===== config.mk =====
export PLATFORM = sky130hd
export DESIGN_NAME = vend_credit_ctrl
export DESIGN_NICKNAME = d
export VERILOG_FILES = /design/src/rtl/vend_pkg.sv /design/src/rtl/vend_coin_decode.sv /design/src/rtl/vend_credit_next.sv /design/src/rtl/vend_release_out.sv /design/src/rtl/vend_credit_ctrl.sv
export SDC_FILE = /design/constraint.sdc
export NUM_CORES = 1
export LEC_CHECK = 0
export CORE_AREA = 2 2 39 41
export CTS_CLUSTER_DIAMETER = 30
export CTS_CLUSTER_SIZE = 40
export DETAILED_ROUTE_END_ITERATION = 10
export DIE_AREA = 0 0 41 43
export HOLD_SLACK_MARGIN = 0.15
export REMOVE_ABC_BUFFERS = 1
export SYNTH_ARGS = -nofsm -noshare
export SYNTH_HDL_FRONTEND = slang
export SYNTH_HIERARCHICAL = 1
export SYNTH_SLANG_ARGS = --single-unit
export TNS_END_PERCENT = 1

===== constraint.sdc =====
create_clock -name clk_i -period 2.3 [get_ports clk_i]
set_input_delay 0.345 -clock clk_i [delete_from_list [all_inputs] [get_ports clk_i]]
set_output_delay 0.345 -clock clk_i [all_outputs]
set_load 0.02 [all_outputs]

===== src/rtl/vend_pkg.sv =====
package vend_pkg;

    localparam int STATE_W      = 2;
    localparam int NICKEL_CENTS = 5;
    localparam int DIME_CENTS   = 10;
    localparam int PRICE_CENTS  = 15;

    // credit encoding, reset state all zeros
    typedef enum logic [STATE_W-1:0] {
        CR_ZERO = 2'b00,
        CR_FIVE = 2'b01,
        CR_TEN  = 2'b10,
        CR_PAID = 2'b11
    } credit_e;

    typedef enum logic [1:0] {
        COIN_NONE   = 2'b00,
        COIN_NICKEL = 2'b01,
        COIN_DIME   = 2'b10
    } coin_e;

    typedef struct packed {
        credit_e credit;
    } ctrl_state_t;

    function automatic int cents_of(credit_e c);
        case (c)
            CR_ZERO: return 0;
            CR_FIVE: return NICKEL_CENTS;
            CR_TEN:  return 2 * NICKEL_CENTS;
            default: return PRICE_CENTS;
        endcase
    endfunction

endpackage


===== src/rtl/vend_coin_decode.sv =====
module vend_coin_decode
    import vend_pkg::*;
(
    input  logic  nickel_i,
    input  logic  dime_i,
    output coin_e coin_o
);
    // simultaneous pulses are treated as no coin
    always_comb begin
        case ({dime_i, nickel_i})
            2'b01:   coin_o = COIN_NICKEL;
            2'b10:   coin_o = COIN_DIME;
            default: coin_o = COIN_NONE;
        endcase
    end
endmodule


===== src/rtl/vend_credit_next.sv =====
module vend_credit_next
    import vend_pkg::*;
(
    input  credit_e credit_i,
    input  coin_e   coin_i,
    output credit_e credit_nx_o
);
    always_comb begin
        credit_nx_o = credit_i;
        case (credit_i)
            CR_ZERO: begin
                if (coin_i == COIN_NICKEL)    credit_nx_o = CR_FIVE;
                else if (coin_i == COIN_DIME) credit_nx_o = CR_TEN;
            end
            CR_FIVE: begin
                if (coin_i == COIN_NICKEL)    credit_nx_o = CR_TEN;
                else if (coin_i == COIN_DIME) credit_nx_o = CR_PAID;
            end
            CR_TEN: begin
                if (coin_i != COIN_NONE)      credit_nx_o = CR_PAID;
            end
            default: credit_nx_o = CR_PAID;
        endcase
    end
endmodule


===== src/rtl/vend_release_out.sv =====
module vend_release_out
    import vend_pkg::*;
(
    input  logic    rst_i,
    input  credit_e credit_i,
    input  credit_e credit_nx_i,
    output logic    moore_o,
    output logic    mealy_o
);
    always_comb begin
        moore_o = (credit_i == CR_PAID);
        mealy_o = !rst_i && ((credit_i == CR_PAID) || (credit_nx_i == CR_PAID));
    end
endmodule


===== src/rtl/vend_credit_ctrl.sv =====
module vend_credit_ctrl
    import vend_pkg::*;
(
    input  logic clk_i,
    input  logic rst_i,
    input  logic nickel_i,
    input  logic dime_i,
    output logic release_moore_o,
    output logic release_mealy_o
);
    coin_e       coin;
    credit_e     credit_nx;
    ctrl_state_t st_d;
    ctrl_state_t st_q;
    logic [STATE_W-1:0] credit_q_w;

    vend_coin_decode u_dec (
        .nickel_i (nickel_i),
        .dime_i   (dime_i),
        .coin_o   (coin)
    );

    vend_credit_next u_next (
        .credit_i    (st_q.credit),
        .coin_i      (coin),
        .credit_nx_o (credit_nx)
    );

    vend_release_out u_out (
        .rst_i       (rst_i),
        .credit_i    (st_q.credit),
        .credit_nx_i (credit_nx),
        .moore_o     (release_moore_o),
        .mealy_o     (release_mealy_o)
    );

    always_comb begin
        st_d = st_q;
        if (rst_i) st_d.credit = CR_ZERO;
        else       st_d.credit = credit_nx;
    end

    always_ff @(posedge clk_i) begin
        st_q <= st_d;
    end

    assign credit_q_w = st_q.credit;

endmodule


### Word-level counts from Yosys, hierarchy flattened

Index checks and enable logic that the tools add are counted.
W data, S select, Z words.

* input port bits: 4
* register bits: 2
* output and inout bits: 2
* word-level logic and storage cells: 21

* muxes and demuxes: 7
* reductions and logical operators: 5
* equality and inequality tests: 8

Operator list (number)
* $eq A2 B2 Y1 const B: 5
* $mux W2: 5
* $eq A2 B1 Y1 const B: 3
* $pmux W2 S3: 1
* $pmux W2 S2: 1
* $logic_not A2 Y1: 1
* $reduce_bool A2 Y1: 1
* $logic_and A1 B1 Y1: 1
* $logic_not A1 Y1: 1
* $logic_or A1 B1 Y1: 1

### Logic depth before layout (Yosys ltp)

Gate-level depths: netlist of run 1.

* word-level depth: 9
* gate-level depth with buffers: 5
* gate-level depth less buffers: 5

### By module

Netlist of run 1, hierarchy kept.

Modules (own cells, without submodules)
* vend_credit_ctrl: cells an instance 4, area an instance 52.6 um^2, sequential area each 40.0 um^2, times used 1
* vend_credit_next: cells an instance 7, area an instance 51.3 um^2, sequential area each 0.0 um^2, times used 1
* vend_release_out: cells an instance 3, area an instance 18.8 um^2, sequential area each 0.0 um^2, times used 1
* vend_coin_decode: cells an instance 2, area an instance 15.0 um^2, sequential area each 0.0 um^2, times used 1

### Worst setup path before layout of run 1

Ideal clock, no wire load.

* path type: input to output
* start: in dime_i
* end: out release_mealy_o
* required time: 1955 ps
* buffers on the path: 0
* path slack: 622 ps
* cell stages on the path: 5
* arrival time: 1333 ps
* path through: nor2b_1 > and4bb_2 > nor3_1 > a22oi_1 > nor2_1

* word-level cells in the longest chain between the ends: 9
* elaborated cells between the ends (all ways): 15
* classes of those cells: eq/ne (5); mux (7); reduce/logical (3)

RTL lines
* start, declared: line vend_credit_ctrl.sv:7 `input logic dime_i,`
* $eq A2 B2 Y1 / $eq A2 B1 Y1 (equally long branches): line vend_coin_decode.sv:10 `case ({dime_i, nickel_i})`
* $pmux W2 S2 *: line vend_coin_decode.sv:10
* $eq A2 B2 Y1: line vend_credit_next.sv:13, vend_credit_next.sv:17
* $mux W2, on equally long branches: line vend_credit_next.sv:17, vend_credit_next.sv:13
* $mux W2, on equally long branches: line vend_credit_next.sv:16, vend_credit_next.sv:12
* $pmux W2 S3 *: line vend_credit_next.sv:10 `case (credit_i)`
* via credit_nx[0]: line vend_credit_ctrl.sv:12 `credit_e credit_nx;`
* $eq A2 B2 Y1 *: line vend_release_out.sv:12 `mealy_o = !rst_i && ((credit_i == CR_PAID) || (credit_nx_i == CR_PAID));`
* $logic_or A1 B1 Y1 *: line vend_release_out.sv:12
* $logic_and A1 B1 Y1 *: line vend_release_out.sv:12
* end, declared: line vend_credit_ctrl.sv:9 `output logic release_mealy_o`

The timed path passes the listed nets; every way through them passes the cells marked *.

### Final worst setup path of run 1

* start: in dime_i
* end: out release_mealy_o

* word-level cells in the longest chain between the ends: 9
* elaborated cells between the ends (all ways): 15
* classes of those cells: eq/ne (5); mux (7); reduce/logical (3)

RTL lines
* $eq A2 B2 Y1 / $eq A2 B1 Y1 (equally long branches): line vend_coin_decode.sv:10
* $pmux W2 S2 *: line vend_coin_decode.sv:10
* via coin[0]: line vend_credit_ctrl.sv:11 `coin_e coin;`
* $eq A2 B2 Y1: line vend_credit_next.sv:13, vend_credit_next.sv:17
* $mux W2, on equally long branches: line vend_credit_next.sv:17, vend_credit_next.sv:13
* $mux W2, on equally long branches: line vend_credit_next.sv:16, vend_credit_next.sv:12
* $pmux W2 S3 *: line vend_credit_next.sv:10
* via credit_nx[1]: line vend_credit_ctrl.sv:12
* $eq A2 B2 Y1 *: line vend_release_out.sv:12
* $logic_or A1 B1 Y1 *: line vend_release_out.sv:12
* $logic_and A1 B1 Y1 *: line vend_release_out.sv:12

Marked as above.

==> results of run 1 <==
[cells in the mapped netlist]
master / n
and2_2: 1
dfxtp_1: 2
nor3b_1: 1
and4bb_2: 1
and2b_2: 1
a211o_1: 1
nor3_1: 2
nor2_1: 1
nor2b_1: 3
a22oi_1: 1
and3b_1: 1
inv_1: 1
[cells by family after synthesis]
kind of cell / after synthesis / share of synthesized area
AO/OA/AOI/OAI: 2 / 0.1182
buffers and inverters: 1 / 0.02725
flip-flops: 2 / 0.2909
AND/OR/NAND/NOR: 11 / 0.5637
[power breakdown]
group,internal (W),switching (W),total (W),leakage (nW)
Combinational,0.0000199,0.0000129,0.0000327,0.0812
Sequential,0.0000382,0.00000396,0.0000422,0.0166
Clock,0.0000573,0.0000175,0.0000748,0.0138
Total,0.000115,0.0000343,0.000150,0.112
[area by class of cell]
cell class                 instances  area, µm²  area share
multi-input combinational         13      106.4      0.4208
inverter                           1      3.754     0.01485
tap                               16      20.02     0.07921
sequential                         2      40.04      0.1584
timing repair buffer               7      60.06      0.2376
clock buffer                       3      22.52     0.08911
[how the worst min path moves through the flow]
stage                              from            end  slack (ns)  cells after the start
final                     credit_q_w[1]  credit_q_w[1]        0.67                      2
after global routing      credit_q_w[1]  credit_q_w[1]        0.71                      2
after CTS                 credit_q_w[1]  credit_q_w[1]        0.66                      2
after detailed placement  credit_q_w[1]  credit_q_w[1]        0.67                      2
after global placement    credit_q_w[1]  credit_q_w[1]        0.65                      2
after floorplan                   rst_i  credit_q_w[0]        0.42                      1
[metal layers]
| layer | vias up | track usage |
|---|---|---|
| met5 | - | 0 |
| met4 | 0 | 0.06000 |
| met3 | 0 | 0.01571 |
| met2 | 1 | 0.08438 |
| met1 | 75 | 0.02866 |
| li1 | 78 | - |
[worst max-delay path, stage by stage]
cell             delay, ns
clkdlybuf4s50_1       0.47
and2b_2               0.23
and3b_1               0.17
a211o_1               0.28
a22oi_1               0.14
nor2_1                0.06
buf_2                 0.15
[metrics by stage]
stage,power (W),instance area (µm²),std cells
floorplan,0.00005858,137.6,16
global placement,0.00007344,222.7,39
detailed placement,0.00007400,222.7,39
CTS,0.0001520,249.0,42
global route,0.0001633,252.7,42
finish,0.0001497,252.7,42
[repair_timing]
action	4_1_cts	5_1_grt
endpoints found under the hold margin	0	0
gates resized for setup	4	3
setup endpoints to repair	1	1
==> metrics.csv, run 1 <==
stage;metric;value;unit
floorplan;DIE HEIGHT;43;µm
floorplan;IO Pins;6;
timing;Final WS setup;0.1014;ns
layout;commonest non-fill, non-tap cell in the layout;clkdlybuf4s50_1;
drt;DR WL/cell;7.595;µm
floorplan;die area;1763;µm²
layout;most frequent cells in the layout;4 x clkdlybuf4s50_1, 3 x clkbuf_4, 2 x nor2b_1, 2 x dfxtp_1, 2 x buf_4;
pwr;Leakage;0.1116;nW
synthesis;yosys warns;6;
placement;PortBufs;5;
run;max_cap viols;0;
synthesis;Post-Syn Area;137.6;µm²
worst_setup_path;largest fanout on the critical path;3;
clock_tree;Root Driver;clkbuf_4;
worst_setup_path;reg2reg end;credit_q_w[1];
floorplan;Die W;41;µm
drt;total vias in the final route;154;
worst_setup_path;crit path kind;input port to output port;
timing;Slew Limit Fails;0;
global_route;GRT Util Overall;0.04805;
synthesis;area leader, netlist;dfxtp_1;
drt;Initial DRC Count;2;
layout;flip-flop count of the largest register after layout;2;
pwr;peak supply drop;112.1;µV
layout;Nets;32;
floorplan;Initial Utilization;0.09946;
drt;drt drc;0;
placement;worst slack at placement;-0.3718;ns
clock_tree;post-CTS setup buffer count;0;
worst_setup_path;flop-to-flop setup slack;1.24;ns
global_route;number of global-route vias before repair;178;
synthesis;Avg Inst Size Synth;8.602;µm²
timing;Setup violations, final;0;
synthesis;Seq/Total Area, Yosys;0.2909;
clock_tree;Clock Sinks;2;
synthesis;Seq cells post-synth;2;
drt;Top Metal Used;met3;
floorplan;core area;1384;µm²
drt;met3 wire length;3;µm
layout;share of cells above drive strength 1;0.4231;
drt;met2 wire length;197;µm
synthesis;Post-Synthesis Cells;16;
clock_tree;Max Root-Sink Buffers;2;
pwr;P per Cell Area;592.5;nW/µm²
worst_setup_path;WP data required;1.96;ns
worst_setup_path;Critical R2R Launch;credit_q_w[0];
global_route;initial antenna violation count;0;
synthesis;synth top area cells;dfxtp_1 29%, nor2b_1 14%, and4bb_2 9.1%;
timing;RSZ-0062 raised after global routing;no;
timing;TNS Setup;0;ns
drt;Total Routed Length;319;µm
worst_setup_path;CP Launch Type;input port;
outcome;status;finished clean;
layout;final core occ;0.1826;
placement;Final GP Congestion;0.5537;
worst_setup_path;r2r worst-path depth;3;
synthesis;post-synth top area share;0.2909;
global_route;largest net degree at the start of global routing;7;
worst_setup_path;Crit. Startpoint;dime_i;
layout;Layout fillers;157;
worst_setup_path;crit end category;output port;
floorplan;row count;14;
min_path;min-delay worst type;flop to flop;
drt;DRT Pass-1 Iters;2;
drt;Vias/cell;3.667;
drt;WL met1;118;µm
timing;final hold viol count;0;
synthesis;post-synth cell types;12;
timing;clk_skew;0.001855;ns
clock_tree;post-cts hold buffer count;0;
layout;Area Growth Syn to Fin;83.64;%
timing;slew margin rel.;0.8505;
timing;Slew @ Worst Pin;0.2238;ns
clock_tree;worst skew pair latency;0.22;ns
clock_tree;CTS tree;yes;
timing;Max Clk Rate;454.8;MHz
worst_setup_path;crit path DAT;1.85;ns
global_route;first-pass GRT wire length;538;µm
drt;Detail Route Antenna Nets;0;
worst_setup_path;Critical path destination;release_mealy_o;
timing;hold_ws;0.6677;ns
timing;Final Critical Period;2.199;ns
placement;HPWL Detailed;243;µm
clock_tree;clk slew on worst S/H paths;0.03;ns
clock_tree;H-tree depth;1;
timing;final worst-path cycle share;0.9559;
layout;n_diodes;0;
global_route;grt total ovfl;0;
clock_tree;total CTS buffers;3;
Note: power is estimated with default switching activity, not from simulation.
==> run 2: changes to the inputs <==
==> constraint.sdc (replaced) <==
create_clock -name clk_i -period 2.3 [get_ports clk_i]
set_input_delay 0.23 -clock clk_i [delete_from_list [all_inputs] [get_ports clk_i]]
set_output_delay 0.23 -clock clk_i [all_outputs]
set_load 0.02 [all_outputs]
==> metrics.csv, run 2 (synthesis gave the netlist of run 1 again) <==
stage;metric;value;unit;change
drt;Detail Route Antenna Nets;0;;unchanged
layout;n_diodes;0;;unchanged
timing;Final WS setup;0.1248;ns;+0.02333 ns
drt;total vias in the final route;160;;+3.9%
drt;met2 wire length;199;µm;+1.0%
min_path;min-delay worst type;input port to flop;;
worst_setup_path;CP Launch Type;input port;;
drt;Initial DRC Count;2;;unchanged
layout;Final Cell Area;244.0;µm²;-3.5%
global_route;grt total ovfl;0;;unchanged
floorplan;core area;1384;µm²;unchanged
placement;HPWL Detailed;243;µm;unchanged
layout;Nets;32;;unchanged
drt;met3 wire length;3;µm;unchanged
clock_tree;clk slew on worst S/H paths;0.03;ns;about the same
worst_setup_path;crit path DAT;1.95;ns;+0.10 ns
run;max_cap viols;0;;unchanged
global_route;initial antenna violation count;0;;unchanged
worst_setup_path;CP top delay family;buffers and inverters;;
clock_tree;CTS tree;yes;;
timing;hold_ws;0.5999;ns;-0.06786 ns
clock_tree;total CTS buffers;3;;unchanged
worst_setup_path;WP data required;2.07;ns;+0.11 ns
clock_tree;post-CTS setup buffer count;0;;unchanged
pwr;Leakage;0.1081;nW;-3.1%
placement;placed instance area;222.7;µm²;unchanged
timing;Setup violations, final;0;;unchanged
global_route;GRT Util Overall;0.04805;;unchanged
floorplan;IO Pins;6;;unchanged
layout;Layout fillers;160;;+1.9%
worst_setup_path;crit end category;output port;;
timing;Slew @ Worst Pin;0.2325;ns;+0.008700 ns
clock_tree;H-tree depth;1;;unchanged
worst_setup_path;Slowest-stage cell, CP;clkdlybuf4s50_1;;
global_route;largest net degree at the start of global routing;7;;unchanged
timing;RSZ-0062 raised after global routing;no;;
layout;fin cells;42;;unchanged
drt;Top Metal Used;met3;;
worst_setup_path;CP Buf/Inv Count;2;;unchanged
global_route;number of global-route vias before repair;178;;unchanged
layout;flip-flop count of the largest register after layout;2;;unchanged
timing;slew margin rel.;0.8447;;-0.005796
drt;DR WL/cell;7.381;µm;-2.8%
pwr;total power draw;0.0001471;W;-1.8%
floorplan;Die W;41;µm;unchanged
drt;Total Routed Length;310;µm;-2.8%
drt;WL met1;107;µm;-9.3%
clock_tree;Max Root-Sink Buffers;2;;unchanged
layout;commonest non-fill, non-tap cell in the layout;clkdlybuf4s50_1;;
clock_tree;Clock Sinks;2;;unchanged
placement;Final GP Congestion;0.5537;;unchanged
placement;worst slack at placement;-0.1418;ns;+0.2300 ns
floorplan;Initial Utilization;0.09946;;unchanged
pwr;peak supply drop;115.7;µV;+3.3%
timing;final hold viol count;0;;unchanged
drt;DRT Pass-1 Iters;2;;unchanged
floorplan;row count;14;;unchanged
worst_setup_path;flop-to-flop setup slack;1.24;ns;about the same
drt;drt drc;0;;unchanged
pwr;P per Cell Area;602.9;nW/µm²;+1.8%
timing;clk_skew;0.001939;ns;+0.00008345 ns
floorplan;DIE HEIGHT;43;µm;unchanged
global_route;first-pass GRT wire length;538;µm;unchanged
worst_setup_path;slowest stage delay, CP;0.46;ns;about the same
floorplan;die area;1763;µm²;unchanged
worst_setup_path;crit path kind;input port to output port;;
layout;Area Growth Syn to Fin;77.27;%;
outcome;status;finished clean;;
timing;final worst-path cycle share;0.9457;;-0.01014
clock_tree;Root Driver;clkbuf_4;;
timing;Max Clk Rate;459.7;MHz;+1.1%
placement;placed cells;39;;unchanged
placement;PortBufs;5;;unchanged
timing;Final Critical Period;2.175;ns;-0.02333 ns
layout;most frequent cells in the layout;4 x clkdlybuf4s50_1, 3 x nor2b_1, 3 x clkbuf_4;;
drt;Vias/cell;3.810;;+3.9%
worst_setup_path;largest fanout on the critical path;4;;+1
worst_setup_path;cells along the critical path;clkdlybuf4s50_1, nor2b_1, and3b_1, a211o_1, a22oi_1, nor2_1, dlygate4sd2_1;;
layout;share of cells above drive strength 1;0.3077;;-0.1154
timing;Slew Limit Fails;0;;unchanged
clock_tree;worst skew pair latency;0.22;ns;about the same
-- run 2: changes by cell type in the layout (fill, tap and decap cells not counted), sizes merged --
cell         previous run  this run
buf                     3         2
dlygate4sd2             0         1
-- run 2: path summary, 6_finish.rpt --
kind                 start         endpoint  cells after the start
max                 dime_i  release_mealy_o                      7
min                  rst_i    credit_q_w[0]                      2
max reg2reg  credit_q_w[0]    credit_q_w[1]                      3
min reg2reg  credit_q_w[1]    credit_q_w[1]                      2
-- run 2: power breakdown --
group          switching [W]  leakage (nW)  internal (W)   total, W
Combinational      0.0000117        0.0777     0.0000184  0.0000301
Sequential        0.00000394        0.0166     0.0000382  0.0000421
Clock              0.0000175        0.0138     0.0000573  0.0000748
Total              0.0000331         0.108      0.000114   0.000147
-- run 2: worst register-to-register path: stages, from the launching register on --
cell and delay (ns):
dfxtp_1 0.34, and3b_1 0.20, a211o_1 0.28, nor2b_1 0.13
-- run 2: per-stage QoR --
step | TNS (ns) | utilization
5_1_grt | 0 | 0.1763
2_1_floorplan | 0 | -
4_1_cts | 0 | 0.1763
3_5_place_dp | -0.1418 | 0.1609
3_3_place_gp | -0.1115 | 0.1609
6_report | 0 | 0.1763
-- run 2: layer usage --
| metal | global-route usage | vias to the layer above |
|---|---|---|
| met1 | 0.02866 | 81 |
| met5 | 0 | - |
| met3 | 0.01571 | 0 |
| met2 | 0.08438 | 1 |
| met4 | 0.06000 | 0 |
| li1 | - | 78 |
-- run 2: cell type report --
cell class	count	area, µm²	share of cell area
repair buffers	7	63.81	0.2615
inverters	1	3.754	0.01538
clock buffers	3	22.52	0.09231
well taps	16	20.02	0.08205
multi-input cells	13	93.84	0.3846
flip-flops and latches	2	40.04	0.1641
-- run 2: timing repair --
action,4_1_cts,5_1_grt
gates resized for setup,1,0
setup endpoints to repair,1,0
hold buffers,0,0
